File: config.mk
export PLATFORM = sky130hd
export DESIGN_NAME = audio_irq_router
export DESIGN_NICKNAME = d
export VERILOG_FILES = /design/src/rtl/audio_irq_pkg.sv /design/src/rtl/irq_pending_bank.sv /design/src/rtl/irq_serial_slotter.sv /design/src/rtl/audio_irq_router.sv
export SDC_FILE = /design/constraint.sdc
export NUM_CORES = 1
export LEC_CHECK = 0
export CAP_MARGIN = 25
export CORE_ASPECT_RATIO = 1.1
export CORE_MARGIN = 3
export CORE_UTILIZATION = 32
export DETAILED_ROUTE_END_ITERATION = 16
export GPL_TIMING_DRIVEN = 0
export PLACE_DENSITY_LB_ADDON = 0.12
export SLEW_MARGIN = 20
export SYNTH_ARGS = -nofsm -noshare
export SYNTH_HDL_FRONTEND = slang
export SYNTH_HIERARCHICAL = 1
export SYNTH_SLANG_ARGS = --single-unit
File: constraint.sdc
create_clock -name clk -period 2.5 [get_ports clk]
set_input_delay 0.75 -clock clk [delete_from_list [all_inputs] [get_ports clk]]
set_output_delay 0.75 -clock clk [all_outputs]
set_load 0.01 [all_outputs]
File: src/rtl/audio_irq_pkg.sv
package audio_irq_pkg;

    typedef enum logic [1:0] {
        PROTO_LEVEL  = 2'd0,
        PROTO_LEGACY = 2'd1,
        PROTO_SERIAL = 2'd2
    } proto_e;

    localparam int NUM_LINES = 5;

    function automatic logic route_valid(input logic [2:0] code);
        return code < 3'd5;
    endfunction

    function automatic logic [3:0] route_to_irq(input logic [2:0] code);
        logic [3:0] irq;
        case (code)
            3'd0:    irq = 4'd5;
            3'd1:    irq = 4'd7;
            3'd2:    irq = 4'd9;
            3'd3:    irq = 4'd10;
            3'd4:    irq = 4'd11;
            default: irq = 4'd0;
        endcase
        return irq;
    endfunction

endpackage

File: src/rtl/irq_pending_bank.sv
module irq_pending_bank #(
    parameter int NSRC = 2
) (
    input  logic            clk,
    input  logic            rst_n,
    input  logic [NSRC-1:0] req,
    input  logic [NSRC-1:0] ack,
    input  logic            wr,
    input  logic [NSRC-1:0] wmask,
    output logic [NSRC-1:0] pend
);

    typedef struct packed {
        logic [NSRC-1:0] pend;
    } bank_t;

    bank_t st_q, st_d;

    always_comb begin
        logic [NSRC-1:0] clr;
        clr       = ack | (wr ? wmask : '0);
        st_d      = st_q;
        st_d.pend = (st_q.pend & ~clr) | req;
    end

    always_ff @(posedge clk) begin
        if (!rst_n) st_q <= '0;
        else        st_q <= st_d;
    end

    assign pend = st_q.pend;

    for (genvar i = 0; i < NSRC; i++) begin : g_chk
        p_req_sets_r1 : assert property (@(posedge clk) disable iff (!rst_n)
            req[i] |=> pend[i]);
        p_hold_r1 : assert property (@(posedge clk) disable iff (!rst_n)
            (pend[i] && !ack[i] && !(wr && wmask[i])) |=> pend[i]);
        p_ack_clears_r2 : assert property (@(posedge clk) disable iff (!rst_n)
            (ack[i] && !req[i]) |=> !pend[i]);
    end

endmodule

File: src/rtl/irq_serial_slotter.sv
module irq_serial_slotter #(
    parameter int START_MIN = 4,
    parameter int SLOT_CLKS = 3,
    parameter int NUM_SLOTS = 16
) (
    input  logic                         clk,
    input  logic                         rst_n,
    input  logic                         enable,
    input  logic                         pin_i,
    input  logic                         want,
    input  logic [$clog2(NUM_SLOTS)-1:0] irq_num,
    output logic                         drive_o
);

    localparam int CW = $clog2(START_MIN + 1);
    localparam int SW = $clog2(NUM_SLOTS);
    localparam int PW = $clog2(SLOT_CLKS);
    localparam logic [CW-1:0] START_CNT = CW'(START_MIN);
    localparam logic [SW-1:0] LAST_SLOT = SW'(NUM_SLOTS - 1);
    localparam logic [PW-1:0] LAST_PH   = PW'(SLOT_CLKS - 1);

    typedef struct packed {
        logic          in_frame;
        logic [CW-1:0] lowcnt;
        logic [SW-1:0] slot;
        logic [PW-1:0] phase;
    } slot_t;

    slot_t st_q, st_d;

    always_comb begin
        st_d = st_q;
        if (!enable) begin
            st_d = '0;
        end else if (st_q.in_frame) begin
            st_d.lowcnt = '0;
            if (st_q.phase == LAST_PH) begin
                st_d.phase = '0;
                if (st_q.slot == LAST_SLOT) begin
                    st_d.in_frame = 1'b0;
                    st_d.slot     = '0;
                end else begin
                    st_d.slot = st_q.slot + 1'b1;
                end
            end else begin
                st_d.phase = st_q.phase + 1'b1;
            end
        end else if (!pin_i) begin
            if (st_q.lowcnt != START_CNT) st_d.lowcnt = st_q.lowcnt + 1'b1;
        end else begin
            if (st_q.lowcnt == START_CNT) begin
                st_d.in_frame = 1'b1;
                st_d.slot     = '0;
                st_d.phase    = '0;
            end
            st_d.lowcnt = '0;
        end
    end

    always_ff @(posedge clk) begin
        if (!rst_n) st_q <= '0;
        else        st_q <= st_d;
    end

    assign drive_o = enable && want && st_q.in_frame &&
                     (st_q.phase == '0) && (st_q.slot == irq_num);

    p_drive_pulse_r9 : assert property (@(posedge clk) disable iff (!rst_n)
        drive_o |=> !drive_o);

    p_frame_after_high_r8 : assert property (@(posedge clk) disable iff (!rst_n)
        (st_q.in_frame && !$past(st_q.in_frame)) |-> $past(pin_i));

endmodule

File: src/rtl/audio_irq_router.sv
module audio_irq_router
    import audio_irq_pkg::*;
#(
    parameter int NSRC      = 2,
    parameter int MIDI_IDX  = 0,
    parameter int DSP_IDX   = 1,
    parameter int START_MIN = 4,
    parameter int SLOT_CLKS = 3,
    parameter int NUM_SLOTS = 16
) (
    input  logic            clk,
    input  logic            rst_n,
    input  logic [NSRC-1:0] src_req,
    input  logic [NSRC-1:0] src_ack,
    input  logic [NSRC-1:0] src_en,
    input  logic            uart_fn_en,
    input  logic            legacy_decode,
    input  logic            irq_mode,
    input  logic            serirq_en,
    input  logic [2:0]      route_sel,
    input  logic            sts_wr,
    input  logic [NSRC-1:0] sts_wmask,
    output logic [NSRC-1:0] pend_status,
    output logic [7:0]      dsp_flag,
    output logic            inta_n,
    output logic [NUM_LINES-1:0] irq_lines,
    input  logic            serirq_i,
    output logic            serirq_oe
);

    localparam int SW = $clog2(NUM_SLOTS);
    localparam logic [NSRC-1:0] MIDI_MASK = NSRC'(1) << MIDI_IDX;

    logic [NSRC-1:0] pend;
    logic [NSRC-1:0] eff_en;
    logic            active;
    logic            rvalid;
    proto_e          proto;

    irq_pending_bank #(.NSRC(NSRC)) u_bank (
        .clk   (clk),
        .rst_n (rst_n),
        .req   (src_req),
        .ack   (src_ack),
        .wr    (sts_wr),
        .wmask (sts_wmask),
        .pend  (pend)
    );

    always_comb begin
        eff_en           = src_en;
        eff_en[MIDI_IDX] = src_en[MIDI_IDX] & uart_fn_en & ~legacy_decode;
        active           = |(pend & eff_en);
        rvalid           = route_valid(route_sel);
        if (serirq_en)     proto = PROTO_SERIAL;
        else if (irq_mode) proto = PROTO_LEGACY;
        else               proto = PROTO_LEVEL;

        inta_n = !((proto == PROTO_LEVEL) && active);
        for (int k = 0; k < NUM_LINES; k++) begin
            irq_lines[k] = (proto == PROTO_LEGACY) && active && rvalid &&
                           (route_sel == 3'(k));
        end
        pend_status = pend;
        dsp_flag    = {7'b0, pend[DSP_IDX]};
    end

    irq_serial_slotter #(
        .START_MIN (START_MIN),
        .SLOT_CLKS (SLOT_CLKS),
        .NUM_SLOTS (NUM_SLOTS)
    ) u_slot (
        .clk     (clk),
        .rst_n   (rst_n),
        .enable  (proto == PROTO_SERIAL),
        .pin_i   (serirq_i),
        .want    (active && rvalid),
        .irq_num (SW'(route_to_irq(route_sel))),
        .drive_o (serirq_oe)
    );

    p_one_proto_r4 : assert property (@(posedge clk) disable iff (!rst_n)
        !inta_n |-> (irq_lines == '0 && !serirq_oe));

    p_lines_onehot_r6 : assert property (@(posedge clk) disable iff (!rst_n)
        $onehot0(irq_lines));

    p_midi_gate_r7 : assert property (@(posedge clk) disable iff (!rst_n)
        ((legacy_decode || !uart_fn_en) && ((pend_status & src_en & ~MIDI_MASK) == '0))
        |-> (inta_n && irq_lines == '0 && !serirq_oe));

    p_dsp_upper_r3 : assert property (@(posedge clk) disable iff (!rst_n)
        dsp_flag[0] == pend_status[DSP_IDX]);

endmodule

==> summary.md <==
| Metric | Value |
|---|---|
| Status | `complete, but fails checks` |
| Violated checks | `negative setup slack` |
| Worst min path class | `register to register` |
| Sequential area share after synthesis | `0.277` |
| Gr usage total | `0.120` |
| Die X | `~56 um` |
| Detailed-route via count | `843` |
| Yosys cell types | `36` |
| Die Height | `~61 um` |
| Fmax achieved | `~380 MHz` |
| Final period util | `1.04` |
| Vias in the first global route | `between 700 and 800` |
| # setup viols final | `2` |
| Most frequent cells in the layout | `clkdlybuf4s50_1, dfxtp_1, buf_4, nand2_1` |
| Synth Warn # | `6` |
| Worst-Skew Late Latency | `between 0.2 and 0.3 ns` |
| Leakage | `between 0.5 and 0.6 nW` |
| Fin nets | `~170` |
| DR pass1 iterations | `4` |
| Arrival @ worst endpoint | `1.86 ns` |
| Synthesized area per cell | `~8.4 um2` |
| RD Place Congestion | `around 0.78` |
| DRC | `0` |
| Final WL | `roughly 2.0 mm` |
| Setup ws final | `-0.110 ns` |
| Worst-path maximum fanout | `6` |
| Syn Inst Count | `approximately 100` |
| # diodes | `0` |
| Layout cell share with drive strength beyond 1 | `0.301` |
| # fillers | `approximately 260` |
| Worst setup SP type | `input pin` |
| Post-CTS Hold Buffers | `0` |
| Leading register cell type out of synthesis | `dfxtp_1` |
| PwrDens | `347 mW/mm2` |
| Area Growth Syn to Fin | `49.5%` |
| Htree depth | `1` |
| CTS clk-pin slew, worst paths | `0.07 ns` |
| First DRT Iteration DRCs | `23` |
| RSZ-0062 raised after global routing | `yes` |
| Asr flop ratio synth | `0` |
| I/O pins | `36` |
| Max-slew violations | `0` |
| Worst setup EP type | `output pin` |
| Cells after DPL | `around 170` |
| Max Cap Violations | `0` |
| Number of CTS-inserted buffers | `3` |
| Clk buf depth | `2` |
| Core Area | `roughly 0.0025 mm2` |
| FF+latch count, synth | `12` |
| Global-route wire length before repair | `around 3.3 mm` |
| Vias/cell | `4.84` |
| WP data required | `between 1.5 and 2 ns` |
| Root buffer cell | `clkbuf_4` |
| Port buffer count | `28` |
| DIE AREA | `~0.0034 mm2` |
| Initial antenna violation count | `0` |
| Routed Antenna Nets | `0` |
| Mapped Area | `~870 um2` |
| Pin count of the biggest net entering global routing | `11` |
| Final hold violations | `0` |
| # rows | `19` |
| Final period demand of the worst path | `~2.6 ns` |
| Finished Layout Cells | `174` |
| Global route total overflow | `0` |
| Clock skew | `~0.0045 ns` |
| WS Path Type | `input pin to output pin` |
| Routed WL per cell | `between 10 and 15 um` |
| Clock Sinks | `12` |
| CTS tree | `built` |
| Hpwl dp | `between 1.5 and 2 mm` |
| Post-synth EDFFs | `0` |
| WHS | `roughly 0.5 ns` |
| VDD IR max | `0.000246 V` |
| Starting Density | `0.341` |
| Final core utilization | `0.510` |
[Yosys cell counts (all sizes together), types with 2 or more instances]
cell type   n  share of area
a2111oi     2          0.029
a211oi      5          0.055
a21oi       6          0.035
a31oi       2          0.014
buf         9          0.078
dfxtp      12           0.28
ha          3          0.043
inv         6          0.026
nand2      10          0.043
nand3       7          0.040
nand3b      3          0.040
nand4       2          0.014
nand4b      3          0.048
nor2        6          0.026
nor3        3          0.017
o21a        2          0.017
o21ai       2          0.012
or2         2          0.014
or3         2          0.020
xnor2       5          0.051
[layout make-up]
type / instances / area (um2) / area share
sequential: 12 / 240 / 0.185
timing repair buffer: 30 / 282 / 0.217
inverter: 6 / 22.5 / 0.0174
tap: 31 / 38.8 / 0.0299
multi-input combinational: 81 / 606 / 0.467
clock buffer: 4 / 36.3 / 0.0280
buffer: 10 / 71.3 / 0.0550
[worst max-delay path, cell delays in order]
cell and delay, ns:
buf_8 0.10, or3b_4 0.41, o21ai_2 0.08, xnor2_1 0.13, nand4_1 0.13, nor3_2 0.11
buf_2 0.15
[through the flow]
step	setup WS, ns	setup TNS, ns	area, um2	power, mW
CTS	-0.124	-0.131	1290	0.456
detailed placement	-1.18	-4.94	1210	0.292
global route	-0.156	-0.235	1300	0.474
floorplan	0.0172	0	895	0.245
global placement	-1.15	-4.90	1210	0.292
finish	-0.110	-0.121	1300	0.449
[routing by layer]
metal	track usage	up-vias	wire, um
li1	-	439	-
met1	0.138	373	860
met2	0.216	27	941
met3	0.0277	4	145
met4	0.0521	0	27
met5	0	-	0
[state kept, by name, summed over array words and instances, names as in the netlist]
signal	flops
u_bank/pend	2
u_slot/st_q	10
[worst paths after layout]
kind                            slack (ns)        endpoint  cells past startpoint      startpoint
worst max register to register        1.21  u_slot/st_q[1]                      5  u_slot/st_q[6]
worst min register to register        0.51  u_slot/st_q[7]                      2  u_slot/st_q[7]
worst min-delay path                  0.51  u_slot/st_q[7]                      2  u_slot/st_q[7]
worst max-delay path                 -0.11       serirq_oe                      7    route_sel[0]
[repair_timing]
item	in CTS	in global routing
pin swaps	13	3
cloned	0	0
endpoints found under the setup margin	7	7
buffers inserted	2	0
gates resized for setup	64	4
[power breakdown]
group	leakage, nW	internal (mW)	switching [mW]
clock	0.0210	0.0885	0.0661
combinational	0.417	0.0563	0.0410
sequential	0.0974	0.194	0.00349
[logic make-up after synthesis]
group	count (synthesis)	synth area share
buffers and inverters	16	0.108
AO/OA/AOI/OAI	23	0.202
other	1	0.00432
XOR/XNOR	5	0.0505
flip-flops	12	0.277
adder cells (fa/ha/maj)	3	0.0433
AND/OR/NAND/NOR	43	0.315
No activity file was read; power rests on OpenSTA's default activity.
